$ cat config.mk
export PLATFORM = sky130hd
export DESIGN_NAME = intc_fixed_prio
export DESIGN_NICKNAME = d
export VERILOG_FILES = /design/src/rtl/intc_pkg.sv /design/src/rtl/intc_nmi_edge.sv /design/src/rtl/intc_prio_pick.sv /design/src/rtl/intc_svc_ctrl.sv /design/src/rtl/intc_fixed_prio.sv
export SDC_FILE = /design/constraint.sdc
export NUM_CORES = 1
export LEC_CHECK = 0
export ABC_AREA = 1
export BUFFER_PORTS_ARGS = -buffer_cell sky130_fd_sc_hd__buf_4
export CAP_MARGIN = 20
export CELL_PAD_IN_SITES_DETAIL_PLACEMENT = 0
export CELL_PAD_IN_SITES_GLOBAL_PLACEMENT = 1
export CORE_MARGIN = 10
export CORE_UTILIZATION = 30
export CTS_BUF_LIST = sky130_fd_sc_hd__clkbuf_8
export DETAILED_ROUTE_END_ITERATION = 16
export PLACE_DENSITY_LB_ADDON = 0.1
export SYNTH_ARGS = -nofsm -noshare
export SYNTH_HDL_FRONTEND = slang
export SYNTH_HIERARCHICAL = 1
export SYNTH_SLANG_ARGS = --single-unit
$ cat constraint.sdc
create_clock -name clk_i -period 0.9 [get_ports clk_i]
set_input_delay 0.045 -clock clk_i [delete_from_list [all_inputs] [get_ports clk_i]]
set_output_delay 0.045 -clock clk_i [all_outputs]
set_load 0.005 [all_outputs]
$ cat src/rtl/intc_pkg.sv
package intc_pkg;
  localparam int NUM_SRC_DEF = 4;
  localparam int SYNC_STAGES = 2;
  // vector 0 is reserved for the non-maskable source
  localparam int NMI_VEC_NUM = 0;
endpackage

$ cat src/rtl/intc_nmi_edge.sv
module intc_nmi_edge #(
  parameter int STAGES = intc_pkg::SYNC_STAGES
) (
  input  logic clk_i,
  input  logic rst_ni,
  input  logic pin_i,
  input  logic clr_i,
  output logic pend_o
);
  logic [STAGES-1:0] sync_q;
  logic              prev_q;
  logic              fall;

  always_ff @(posedge clk_i or negedge rst_ni) begin
    if (!rst_ni) sync_q <= '1;
    else         sync_q <= {sync_q[STAGES-2:0], pin_i};
  end

  assign fall = prev_q & ~sync_q[STAGES-1];

  always_ff @(posedge clk_i or negedge rst_ni) begin
    if (!rst_ni) begin
      prev_q <= 1'b1;
      pend_o <= 1'b0;
    end else begin
      prev_q <= sync_q[STAGES-1];
      if (fall)       pend_o <= 1'b1;  // new edge wins over a same-cycle clear
      else if (clr_i) pend_o <= 1'b0;
    end
  end
endmodule

$ cat src/rtl/intc_prio_pick.sv
module intc_prio_pick #(
  parameter int N     = intc_pkg::NUM_SRC_DEF,
  parameter int VEC_W = $clog2(N + 1)
) (
  input  logic [N-1:0]     req_i,
  output logic             valid_o,
  output logic [VEC_W-1:0] vec_o
);
  always_comb begin
    vec_o = '0;
    for (int i = N - 1; i >= 0; i--) begin
      if (req_i[i]) vec_o = VEC_W'(i + 1);
    end
  end
  assign valid_o = |req_i;
endmodule

$ cat src/rtl/intc_svc_ctrl.sv
module intc_svc_ctrl #(
  parameter int VEC_W = 3
) (
  input  logic             clk_i,
  input  logic             rst_ni,
  input  logic             nmi_pend_i,
  input  logic             per_valid_i,
  input  logic [VEC_W-1:0] per_vec_i,
  input  logic             svc_start_i,
  input  logic             reti_i,
  output logic             irq_o,
  output logic [VEC_W-1:0] vec_o,
  output logic             nmi_act_o,
  output logic             per_act_o,
  output logic             nmi_clr_o
);
  localparam logic [VEC_W-1:0] NMI_V = VEC_W'(intc_pkg::NMI_VEC_NUM);

  logic nmi_ok, per_ok, ack;

  assign nmi_ok    = nmi_pend_i & ~nmi_act_o;
  assign per_ok    = per_valid_i & ~nmi_act_o & ~per_act_o;
  assign ack       = irq_o & svc_start_i;
  assign nmi_clr_o = ack & (vec_o == NMI_V);

  always_ff @(posedge clk_i or negedge rst_ni) begin
    if (!rst_ni) begin
      irq_o     <= 1'b0;
      vec_o     <= '0;
      nmi_act_o <= 1'b0;
      per_act_o <= 1'b0;
    end else begin
      if (reti_i) begin
        if (nmi_act_o) nmi_act_o <= 1'b0;
        else           per_act_o <= 1'b0;
      end
      if (irq_o) begin
        if (svc_start_i) begin
          irq_o <= 1'b0;
          if (vec_o == NMI_V) nmi_act_o <= 1'b1;
          else                per_act_o <= 1'b1;
        end
      end else begin
        irq_o <= nmi_ok | per_ok;
        vec_o <= nmi_ok ? NMI_V : per_vec_i;
      end
    end
  end
endmodule

$ cat src/rtl/intc_fixed_prio.sv
module intc_fixed_prio #(
  parameter int                 NUM_SRC   = intc_pkg::NUM_SRC_DEF,
  parameter logic [NUM_SRC-1:0] STOP_MASK = NUM_SRC'(4'b0011),
  localparam int                VEC_W     = $clog2(NUM_SRC + 1)
) (
  input  logic               clk_i,
  input  logic               rst_ni,
  input  logic               nmi_pin_i,
  input  logic [NUM_SRC-1:0] flag_i,
  input  logic [NUM_SRC-1:0] src_en_i,
  input  logic               gen_i,
  input  logic               svc_start_i,
  input  logic               reti_i,
  output logic               irq_o,
  output logic [VEC_W-1:0]   vec_o,
  output logic               wake_wait_o,
  output logic               wake_stop_o
);
  logic               nmi_pend, nmi_clr, nmi_act, per_act;
  logic [NUM_SRC-1:0] qual;
  logic               per_valid;
  logic [VEC_W-1:0]   per_vec;

  assign qual = flag_i & src_en_i & {NUM_SRC{gen_i}};

  intc_nmi_edge u_nmi (
    .clk_i  (clk_i),
    .rst_ni (rst_ni),
    .pin_i  (nmi_pin_i),
    .clr_i  (nmi_clr),
    .pend_o (nmi_pend)
  );

  intc_prio_pick #(.N(NUM_SRC), .VEC_W(VEC_W)) u_pick (
    .req_i   (qual),
    .valid_o (per_valid),
    .vec_o   (per_vec)
  );

  intc_svc_ctrl #(.VEC_W(VEC_W)) u_svc (
    .clk_i       (clk_i),
    .rst_ni      (rst_ni),
    .nmi_pend_i  (nmi_pend),
    .per_valid_i (per_valid),
    .per_vec_i   (per_vec),
    .svc_start_i (svc_start_i),
    .reti_i      (reti_i),
    .irq_o       (irq_o),
    .vec_o       (vec_o),
    .nmi_act_o   (nmi_act),
    .per_act_o   (per_act),
    .nmi_clr_o   (nmi_clr)
  );

  assign wake_wait_o = nmi_pend | (|qual);
  assign wake_stop_o = nmi_pend | (|(qual & STOP_MASK));
endmodule

# Yosys cells after proc, flatten, opt, wreduce, memory -nomap -nowiden
# Index checks and enable logic that the tools add are counted.
# W data, S select, Z words.
dict set report word_totals {
  register_bits 10
  n_memories 0
  mem_bits_ro 0
  word_cells 43
  latch_bits 0
  ram_bits 0
  input_bits 14
}
dict set report classes {
  div 0
  magnitude_cmp 0
  eq_ne 0
  addsub 0
  n_bitwise 14
  multipliers 0
  n_mux 18
  shift 0
  n_reduce_logical 4
}
# operator n
set op_table {}
lappend op_table {{$mux W3} 5}
lappend op_table {{$mux W1} 13}
lappend op_table {{$and A4 B4 Y4} 2}
lappend op_table {{$and A1 B1 Y1} 6}
lappend op_table {{$reduce_or A4 Y1} 1}
lappend op_table {{$logic_not A3 Y1} 1}
lappend op_table {{$not A1 Y1} 3}
lappend op_table {{$or A1 B1 Y1} 3}
lappend op_table {{$reduce_bool A2 Y1} 1}
lappend op_table {{$reduce_or A2 Y1} 1}

# Longest topological paths before layout
# Gate-level depths: netlist of the first run.
dict set report depth {
  ltp_word 7
  depth_mapped 8
  ltp_nobuf 8
}

# By module
# Netlist of the first run, hierarchy kept.
# module instances area_per_inst_um2 cells_each
set modules_own_cells {}
lappend modules_own_cells {intc_svc_ctrl 1 261.5 33}
lappend modules_own_cells {intc_nmi_edge 1 122.6 9}
lappend modules_own_cells {intc_fixed_prio 1 76.3 16}
lappend modules_own_cells {intc_prio_pick 1 42.5 11}

# Worst setup path before layout of the first run
# OpenSTA, ideal clock, no wires.
dict set report synth_timing {
  path_type {register to register}
  start {register u_svc.vec_o[1]}
  end {register u_nmi.pend_o}
  stages_incl_launch_ff 7
  synth_period_minus_slack_ns 0.870
  setup_ns 0.116
  path_slack_ns 0.030
  required_time_ns 0.784
  arrival_time_ns 0.754
  path_buffers 0
  cell_sequence {dfrtp_1 -> nor2_1 -> nand2_1 -> nor2_1 -> inv_1 -> nand2_1 -> nand2_1}
}
dict set report synth_via {
  elab_chain_len 3
}
# item line_no
set synth_lines {}
lappend synth_lines {{start, declared} intc_svc_ctrl.sv:12} ;# output logic [VEC_W-1:0] vec_o,
lappend synth_lines {{start signal, assigned} intc_svc_ctrl.sv:45} ;# vec_o <= nmi_ok ? NMI_V : per_vec_i;
lappend synth_lines {{$logic_not A3 Y1} intc_svc_ctrl.sv:24} ;# assign nmi_clr_o = ack & (vec_o == NMI_V);
lappend synth_lines {{$and A1 B1 Y1} intc_svc_ctrl.sv:24}
lappend synth_lines {{net nmi_clr} intc_fixed_prio.sv:19} ;# logic nmi_pend, nmi_clr, nmi_act, per_act;
lappend synth_lines {{$reduce_bool A2 Y1 (no source line)} -}
lappend synth_lines {{end signal, assigned} intc_nmi_edge.sv:24} ;# pend_o <= 1'b0;
lappend synth_lines {{end signal, assigned} intc_nmi_edge.sv:27} ;# if (fall) pend_o <= 1'b1;
lappend synth_lines {{end signal, assigned} intc_nmi_edge.sv:28} ;# else if (clr_i) pend_o <= 1'b0;
lappend synth_lines {{end, declared} intc_nmi_edge.sv:8} ;# output logic pend_o
# The timed path passes the listed nets, and every way through them passes these cells.
# A chain may end at the register's enable or synchronous reset.

# Worst setup path after layout of the first run
dict set report layout_timing {
  start {register u_nmi.pend_o}
  end {output port wake_stop_o}
}
dict set report layout_via {
  elab_chain_len 1
}
# item line_no
set layout_lines {}
lappend layout_lines {{$or A1 B1 Y1} intc_fixed_prio.sv:56} ;# assign wake_stop_o = nmi_pend | (|(qual & STOP_MASK));
lappend layout_lines {{end, declared} intc_fixed_prio.sv:17} ;# output logic wake_stop_o
# No other way between the ends.

==> flow_metrics.tcl, run 1 <==
set metrics [dict create \
    cts_made_buffers 3 \
    finalMaxSlewViolations 0 \
    ir_drop_v 0.00136 \
    cts_tree "built" \
    crit_top_cell "inv_1" \
    ys_types 13 \
    die_w_um 60.9 \
    syn_inst 69 \
    grt_first_pass_wirelength_mm 2.25 \
    vias 517 \
    cts-root-buf "clkbuf_8" \
    htree_levels 1 \
    synth_top_area_cell "dfrtp_1" \
    clock_latency_ns 0.24 \
    worst-r2r-setup-slack_ns -0.17 \
    antenna_found_initial 0 \
    path_class "flip-flop to output pin" \
    grt_overflow 0 \
    placed_cells 107 \
    clk_pin_slew_ns 0.05 \
    ys_ff_latch 10 \
    cap_viol_max_count 0 \
    p_per_area_mw_per_mm2 2790 \
    antenna_cells 0 \
    critPathLaunchType "flip-flop" \
    hold_start "svc_start_i" \
    final_hold_viol_count 0 \
    cts_sinks 10 \
    numPortBuffers 19 \
    worstPathArrival_ns 1.03 \
    crit_buf_inv 3 \
    dp_hpwl_mm 1.01 \
    leakage_nw 0.496 \
    fin_area_um2 871 \
    row_count 14 \
    rsz0062_at_grt "yes" \
    grt_start_max_net_pins 11 \
    path_cells "inv_1 > nand2_1 > nor2_2 > inv_1 > buf_6" \
    holdPathEnd "u_svc/irq_o" \
    syn-num-nets 83 \
    status "complete, but fails checks" \
    placed_area_um2 688 \
    avgSynthCellArea_um2 7.29 \
    place.gp.congestion 0.727 \
    syn2layout_area_growth_pct 73.1 \
    fin_crit_ns 1.07 \
    synth_area_leaders "dfrtp_1 (35%), dfstp_2 (16%), nand2_1 (16%), inv_1 (9.0%), nor2_1 (6.7%)" \
    routedWlPerCell_um 11.4 \
    synth_top_area_share_pct 34.8 \
    first_pass_iters 4 \
    fin_skew_ns 0.00132 \
    avgViaCountPerCell 4.31 \
    cp_slowest_cell "dfrtp_1" \
    num-nets-final 119 \
    grt_pass1_vias 511 \
    start_util_pct 32.6 \
    slowest_delay_ns 0.39 \
    drc_errors 0 \
    grt.total_usage_pct 8.42 \
    final_cell_count_no_fill 120 \
    fin_ws_ns -0.174 \
    ys_seq_area_share_pct 50.5 \
    synth_warnings 6 \
    relSlewSlack_pct 89.2 \
    drive_gt1_share_pct 43.3 \
    layout_commonest_cell "nand2_1" \
    hold_depth 4 \
    max_clock_freq_mhz 931 \
    core-area_mm2 0.00154 \
    r2r-end "u_svc/irq_o" \
    netlist_area_um2 503 \
    rr_startpoint "u_nmi/pend_o" \
    ios 20 \
    critPathMaxFanout 2 \
    die_y_um 60.9 \
    cp.required_ns 0.85 \
    drtIter0Drc 6 \
    tightest_slew_ns 0.162 \
    ant_nets 0 \
    endpoint_kind "output pin" \
    die-area_mm2 0.00371 \
    wirelength_mm 1.37 \
    ff2ff_path_depth 6 \
    setup_viol 8 \
    min_path_type "primary input to flip-flop" \
    path_delay_family "flip-flops" \
    clock_path_buffers 2 \
    layout_common_cells "nand2_1 (20), buf_4 (18), inv_1 (12)" \
    violations "setup timing" \
    fin_crit_sh_pct 119 \
]
power breakdown:
group	internal [mW]	switching (mW)	leakage, nW	total [mW]
clock network	0.385	0.182	0.0288	0.567
logic	0.665	0.507	0.347	1.17
registers	0.589	0.0998	0.120	0.689
total	1.64	0.789	0.496	2.43
cell type report:
cell class / count / area (um2)
Fill cell: 144 / 671
Timing Repair Buffer: 31 / 278
Sequential cell: 10 / 254
Multi-Input combinational cell: 43 / 201
Inverter: 16 / 62.6
Clock buffer: 4 / 55.1
Tap cell: 16 / 20.0
per-layer routing:
| metal | wire length [um] | global-route usage, % | vias up |
|---|---|---|---|
| li1 | - | - | 274 |
| met2 | 622 | 11.4 | 13 |
| met1 | 589 | 9.60 | 226 |
| met4 | 40 | 5.64 | 0 |
| met3 | 121 | 5.22 | 4 |
| met5 | 0 | 0 | - |
registers in the layout, indices dropped and copies added (netlist names):
register	cells
u_svc/per_act_o	1
u_nmi/pend_o	1
u_nmi/sync_q	2
u_svc/vec_o	3
u_svc/nmi_act_o	1
u_svc/irq_o	1
u_nmi/prev_q	1
stage by stage:
step	hold WS (ns)	TNS (ns)	utilization [%]	setup slack, ns	power (mW)
finish	0.103	-0.630	56.5	-0.174	2.43
global route	0.127	-1.18	56.5	-0.261	2.62
CTS	0.0981	-0.451	54.1	-0.188	2.30
detailed placement	-0.118	-0.0131	44.6	-0.0131	1.45
global placement	-0.118	-0.00612	44.6	-0.00612	1.45
floorplan	-0.251	0	-	0.0300	1.06
worst min-delay path: stages:
cell and delay, ns:
buf_4 0.08, nand2_1 0.06, inv_1 0.08, nor2_1 0.04
worst max path at each step:
stage,start,end,slack (ns),depth (start not counted)
CTS,u_nmi/pend_o,wake_stop_o,-0.19,5
global placement,u_svc/vec_o[1],u_nmi/pend_o,-0.006,6
floorplan,u_svc/vec_o[1],u_nmi/pend_o,0.03,6
detailed placement,u_svc/vec_o[1],u_nmi/pend_o,-0.01,6
global route,u_nmi/pend_o,wake_stop_o,-0.26,5
finish,u_nmi/pend_o,wake_stop_o,-0.17,5
cells in the mapped netlist, drive strengths merged:
master,instances
nand2,23
dfstp,3
dfrtp,7
o22ai,1
inv,16
o21ai,2
nand3,6
nor2,11
kinds of logic (layout without fill, tap and decap cells):
logic type      after synthesis  after routing  share of synthesized area [%]
compound gates                3              3                           3.23
buf+inv                      16             51                           11.9
flops                        10             10                           50.5
simple gates                 40             40                           34.3
timing repair:
| action | in CTS | in global routing |
|---|---|---|
| hold buffers | 3 | 0 |
| setup endpoints to repair | 6 | 8 |
| pin swaps | 1 | 4 |
| buffers inserted | 3 | 3 |
| endpoints found under the hold margin | 12 | 0 |
| gates resized for setup | 10 | 5 |
No activity file was read; power rests on OpenSTA's default activity.
==> run 2: changes to the inputs <==
--- a/config.mk
+++ b/config.mk
@@ -13,6 +13,8 @@
 export CORE_MARGIN = 10
 export CORE_UTILIZATION = 30
 export CTS_BUF_LIST = sky130_fd_sc_hd__clkbuf_8
+export CTS_CLUSTER_DIAMETER = 30
+export CTS_CLUSTER_SIZE = 20
 export DETAILED_ROUTE_END_ITERATION = 16
 export PLACE_DENSITY_LB_ADDON = 0.1
 export SYNTH_ARGS = -nofsm -noshare
==> constraint.sdc (replaced) <==
create_clock -name clk_i -period 0.9 [get_ports clk_i]
set_input_delay 0.045 -clock clk_i [delete_from_list [all_inputs] [get_ports clk_i]]
set_output_delay 0.045 -clock clk_i [all_outputs]
set_load 0.05 [all_outputs]
==> run 2 against run 1 <==
  * The flow still finishes with violations (setup timing)
  * Worst setup slack worse by 0.013 ns
  * Design area is 0.86% lower
  * Sequential cell count did not move
  * Sequential power increased by 3.6%
  * Critical endpoint unchanged
==> flow_metrics.tcl, run 2 (synthesis results as in run 1) <==
set metrics [dict create \
    status "complete, but fails checks" \
    violations "setup timing" \
    ios 20 \
    row_count 14 \
    num-nets-final 117 \
    r2r-end "u_svc/irq_o" \
    layout_common_cells "nand2_1 (20), buf_4 (19), inv_1 (12)" \
    fin_ws_ns -0.187 \
    die_y_um 60.9 \
    hold_start "svc_start_i" \
    drive_gt1_share_pct 48.0 \
    grt_util_met2_pct 9.90 \
    placed_area_um2 711 \
    layout_commonest_cell "nand2_1" \
    antenna_found_initial 0 \
    ant_nets 0 \
    power.internal_mw 1.58 \
    die_w_um 60.9 \
    clk_pin_slew_ns 0.05 \
    syn2layout_area_growth_pct 71.6 \
    power.total_mw 2.67 \
    cts_sinks 10 \
    seqPwrFrac_pct 26.8 \
    rsz0062_at_grt "yes" \
    slowest_delay_ns 0.38 \
    busiest_layer "met2" \
    switching_share_pct 40.6 \
    ff2ff_path_depth 6 \
    routedWlPerCell_um 11.0 \
    grt_start_max_net_pins 11 \
    clock_path_buffers 2 \
    critPathLaunchType "flip-flop" \
    crit_top_cell "inv_1" \
    largest_register_ffs 3 \
    cts_made_buffers 3 \
    grt_overflow 0 \
    path_class "flip-flop to output pin" \
    largestRegisters "u_svc/vec_o (3), u_nmi/sync_q (2)" \
    clkPwrFrac_pct 20.5 \
    tightest_slew_ns 0.134 \
    rr_startpoint "u_nmi/pend_o" \
    worst-r2r-setup-slack_ns -0.13 \
    fin_crit_sh_pct 121 \
    avgViaCountPerCell 4.20 \
    relSlewSlack_pct 91.0 \
    cp_slowest_cell "dfrtp_1" \
    place.gp.congestion 0.773 \
    path_delay_family "flip-flops" \
    cp.required_ns 0.85 \
    start_util_pct 32.6 \
    numPortBuffers 19 \
    dp_hpwl_mm 1.02 \
    wirelength_mm 1.30 \
    drc_errors 0 \
    clock_latency_ns 0.23 \
    path_cells "inv_1 > nand2_1 > nor2_2 > inv_1 > buf_6" \
    final_cell_count_no_fill 118 \
    grt_pass1_vias 486 \
    combPwrFrac_pct 52.8 \
    fin_skew_ns 0.000500 \
    grt_util_met1_pct 9.45 \
    hold_depth 3 \
    core-area_mm2 0.00154 \
    finish.utilization_pct 56.0 \
    p_switching_mw 1.08 \
    first_pass_iters 3 \
    fin_setup_tns_ns -0.665 \
    cts-root-buf "clkbuf_8" \
    final_hold_viol_count 0 \
    worstPathArrival_ns 1.04 \
    finalMaxSlewViolations 0 \
    min_path_type "primary input to flip-flop" \
    regMostFlops "u_svc/vec_o" \
    die-area_mm2 0.00371 \
    place_ws_ns -0.0173 \
    endpoint_kind "output pin" \
    grt.total_usage_pct 7.49 \
    max_clock_freq_mhz 920 \
    drtIter0Drc 7 \
    holdPathEnd "u_svc/nmi_act_o" \
    cap_viol_max_count 0 \
    antenna_cells 0 \
    htree_levels 1 \
    fin_crit_ns 1.09 \
    fin_area_um2 863 \
    p_per_area_mw_per_mm2 3090 \
    ir_drop_v 0.00195 \
    leakage_nw 0.481 \
    cts_tree "built" \
    grt_first_pass_wirelength_mm 2.11 \
    vias 496 \
    placed_cells 109 \
    critPathMaxFanout 2 \
    setup_viol 9 \
    whs_ns 0.106 \
    crit_buf_inv 3 \
    gr-usage-met3_pct 5.43 \
    fillerInstances 160 \
]
run 2: changes by cell type in the layout (fill, tap and decap cells not counted), sizes merged:
cell	before	now
buf	28	26
run 2: power groups by stage:
stage	clock network, mW	registers [mW]	logic, mW
4_1_cts	0.570	0.713	1.31
3_5_place_dp	0	0.716	1.13
5_1_grt	0.593	0.734	1.53
3_3_place_gp	0	0.715	1.13
6_report	0.545	0.714	1.41
2_1_floorplan	0	0.935	0.486
run 2: how the worst max path moves through the flow:
stage              endpoint            from  cells after the start  slack (ns)
2_1_floorplan  u_nmi/pend_o  u_svc/vec_o[1]                      6       -0.12
3_3_place_gp    u_svc/irq_o           gen_i                      9       -0.03
3_5_place_dp   u_nmi/pend_o  u_svc/vec_o[1]                      6       -0.02
4_1_cts         wake_stop_o    u_nmi/pend_o                      5       -0.21
5_1_grt         wake_wait_o    u_nmi/pend_o                      5       -0.26
6_report        wake_stop_o    u_nmi/pend_o                      5       -0.19
run 2: layer usage:
| layer | routed length, um | vias up | share of wire [%] |
|---|---|---|---|
| met5 | 0 | - | 0 |
| met4 | 0 | 0 | 0 |
| met3 | 104 | 0 | 8.0 |
| met2 | 559 | 10 | 43 |
| met1 | 636 | 219 | 49 |
| li1 | - | 267 | - |
run 2: worst min-delay path: cells and delay by family:
family	cells	cell delay, ns
compound gates	1	0.10
buf+inv	1	0.08
simple gates	1	0.06
run 2: area by class of cell:
class                   count  area (um2)  area share, %
repair buffers             29         259           30.0
multi-input cells          43         210           24.3
clock buffers               4        55.1           6.38
inverters                  16        60.1           6.96
flip-flops and latches     10         259           30.0
well taps                  16        20.0           2.32
run 2: repair_timing:
item / 4_1_cts / 5_1_grt
hold endpoints to repair: 12 / 0
pin swaps: 0 / 1
gates resized for setup: 9 / 5
hold buffers: 3 / 0
endpoints found under the setup margin: 6 / 9
cloned: 0 / 0
setup buffers: 1 / 1
==> run 3: changes to the inputs <==
--- a/config.mk
+++ b/config.mk
@@ -5,13 +5,12 @@
 export SDC_FILE = /design/constraint.sdc
 export NUM_CORES = 1
 export LEC_CHECK = 0
-export ABC_AREA = 1
 export BUFFER_PORTS_ARGS = -buffer_cell sky130_fd_sc_hd__buf_4
 export CAP_MARGIN = 20
 export CELL_PAD_IN_SITES_DETAIL_PLACEMENT = 0
 export CELL_PAD_IN_SITES_GLOBAL_PLACEMENT = 1
 export CORE_MARGIN = 10
-export CORE_UTILIZATION = 30
+export CORE_UTILIZATION = 32
 export CTS_BUF_LIST = sky130_fd_sc_hd__clkbuf_8
 export CTS_CLUSTER_DIAMETER = 30
 export CTS_CLUSTER_SIZE = 20
==> run 3 against run 2 <==
  * The flow still finishes with violations (setup timing)
  * Routed wire length is 8.4% lower
  * Synthesized cell count shrank 29%
  * Critical path depth decreased by 3
  * Global-route usage down 0.31 points
  * Synthesized area down 1.2%
  * Register-to-register slack improved by 0.04 ns
  * Via count is 9.7% lower
  * Design area shrank 0.29%
  * First-iteration DRC count down 43%
  * Clock-buffer cell count unchanged
  * Highest routed layer is now met4
==> flow_metrics.tcl, run 3 <==
set metrics [dict create \
    ir_drop_v 0.00167 \
    path_cells "a2111o_2 > buf_6" \
    p_per_area_mw_per_mm2 3060 \
    avgSynthCellArea_um2 10.1 \
    grt_pass1_vias 444 \
    die-area_mm2 0.00353 \
    slowest_delay_ns 0.37 \
    worstPathArrival_ns 1.11 \
    synth_warnings 6 \
    ant_nets 0 \
    finalMaxSlewViolations 0 \
    synth_commonest_cells "dfrtp_1 (7), nand2_1 (7), inv_1 (5), o21ai_0 (5)" \
    drc_errors 0 \
    synth_edf_count 0 \
    routedWlPerCell_um 12.4 \
    drive_gt1_share_pct 62.5 \
    clock_path_buffers 2 \
    antenna_found_initial 0 \
    async_reset_ff_share_pct 100 \
    place.gp.congestion 0.674 \
    critPathLaunchType "flip-flop" \
    die_w_um 59.4 \
    multiInputGateArea_um2 248 \
    synth_top_area_share_pct 35.3 \
    ys_ff_latch 10 \
    numPortBuffers 19 \
    ios 20 \
    wirelength_mm 1.19 \
    path_class "flip-flop to output pin" \
    syn_inst 49 \
    dp_hpwl_um 970 \
    seqCellArea_um2 259 \
    core-area_mm2 0.00149 \
    grt_util_met2_pct 10.5 \
    grt_start_max_net_pins 11 \
    ys_seq_area_share_pct 51.1 \
    cts_made_buffers 3 \
    clk_pin_slew_ns 0.05 \
    tightest_slew_ns 0.244 \
    ys_types 21 \
    placed_area_um2 701 \
    cp_slowest_cell "dfrtp_1" \
    grt_util_met1_pct 7.71 \
    largest_register_ffs 3 \
    min_path_type "primary input to flip-flop" \
    grt_first_pass_wirelength_mm 1.92 \
    fin_skew_ns 0.000327 \
    antenna_cells 0 \
    cts-root-buf "clkbuf_8" \
    violations "setup timing" \
    avgViaCountPerCell 4.67 \
    netlist_area_um2 497 \
    worst-r2r-setup-slack_ns -0.09 \
    syn2layout_area_growth_pct 73.3 \
    busiest_layer "met2" \
    setup_viol 8 \
    row_count 14 \
    layout_commonest_cell "buf_4" \
    relSlewSlack_pct 83.5 \
    cp.required_ns 0.85 \
    first_pass_iters 2 \
    vias 448 \
    clock_latency_ns 0.23 \
    regMostFlops "u_svc/vec_o" \
    cap_viol_max_count 0 \
    finish.utilization_pct 57.8 \
    gr-usage-met3_pct 3.22 \
    leakage_nw 0.432 \
    start_util_pct 33.4 \
    fin_ws_ns -0.260 \
    layout_common_cells "buf_4 (17), nand2_1 (7), buf_6 (6)" \
    cts_sinks 10 \
    htree_levels 1 \
    num-nets-final 95 \
    fillerInstances 129 \
    grt.total_usage_pct 7.19 \
    drtIter0Drc 4 \
    grt_overflow 0 \
    endpoint_kind "output pin" \
    status "complete, but fails checks" \
    critPathMaxFanout 2 \
    fin_setup_tns_ns -0.842 \
    synth_top_area_cell "dfrtp_1" \
    die_y_um 59.4 \
    fin_area_um2 861 \
    max_clock_freq_mhz 862 \
    syn-num-nets 63 \
    synth_flop_cell "dfrtp_1" \
    largestRegisters "u_svc/vec_o (3), u_nmi/sync_q (2)" \
    fin_crit_ns 1.16 \
    synth_area_leaders "dfrtp_1 (35%), dfstp_2 (16%), nand2_1 (5.3%), o21ai_0 (5.0%), and3_1 (3.8%)" \
    fin_crit_sh_pct 129 \
    final_hold_viol_count 0 \
    cts_tree "built" \
    rsz0062_at_grt "yes" \
]
==> run 3: cell types whose count changed after synthesis, moves of 4 or more <==
cell,previous run,this run
nor2_1,9,3
nand2_1,21,7
inv_2,4,0
inv_1,12,5
o21ai_0,1,5
nand3_1,6,0
==> run 3: path summary, 6_finish.rpt <==
kind,startpoint,end,depth (start not counted)
setup / recovery,u_nmi/pend_o,wake_wait_o,2
hold / removal,reti_i,u_svc/nmi_act_o,3
setup reg to reg,u_svc/vec_o[2],u_nmi/pend_o,3
hold reg to reg,u_nmi/sync_q[0],u_nmi/sync_q[1],0
max in group asynchronous,rst_ni,u_nmi/sync_q[1],2
min in group asynchronous,rst_ni,u_svc/per_act_o,2
==> run 3: kinds of logic after synthesis <==
group,Yosys count,synth area share (%)
simple gates,20,24.4
compound gates,13,19.1
flops,10,51.1
buf+inv,6,5.29
==> run 3: routing by layer <==
metal  wire length (um)  share of wire [%]
met1                450                 38
met2                606                 51
met3                 99                8.3
met4                 34                2.9
met5                  0                  0
==> run 3: critical path: cells and delay by family (launching register included) <==
kind            cells  cell delay [ns]
buf+inv             1             0.16
compound gates      1             0.35
flops               1             0.37
==> run 3: final cells by class <==
class / instances / area share, %
tap: 16 / 2.33
multi-input combinational: 33 / 28.8
inverter: 5 / 2.18
clock buffer: 4 / 6.40
timing repair buffer: 28 / 30.2
sequential: 10 / 30.1
==> run 3: repair_timing <==
action	CTS	global route
endpoints found under the setup margin	11	12
resized for setup	15	3
pin swaps	3	1
hold buffers	2	0
endpoints found under the hold margin	11	0
buffers inserted	2	0
==> run 3: report_power, final <==
part,switching [mW],total (mW),internal (mW)
Combinational,0.702,1.36,0.658
Clock,0.166,0.549,0.384
Sequential,0.131,0.723,0.591
==> run 3: through the flow <==
step | total power, mW | hold WS [ns] | cells | setup WS (ns)
2_1_floorplan | 1.43 | -0.251 | 49 | -0.162
3_3_place_gp | 1.76 | -0.122 | 88 | -0.178
3_5_place_dp | 1.77 | -0.122 | 88 | -0.199
4_1_cts | 2.64 | 0.0979 | 96 | -0.277
5_1_grt | 2.78 | 0.0995 | 96 | -0.295
6_report | 2.63 | 0.106 | 96 | -0.260
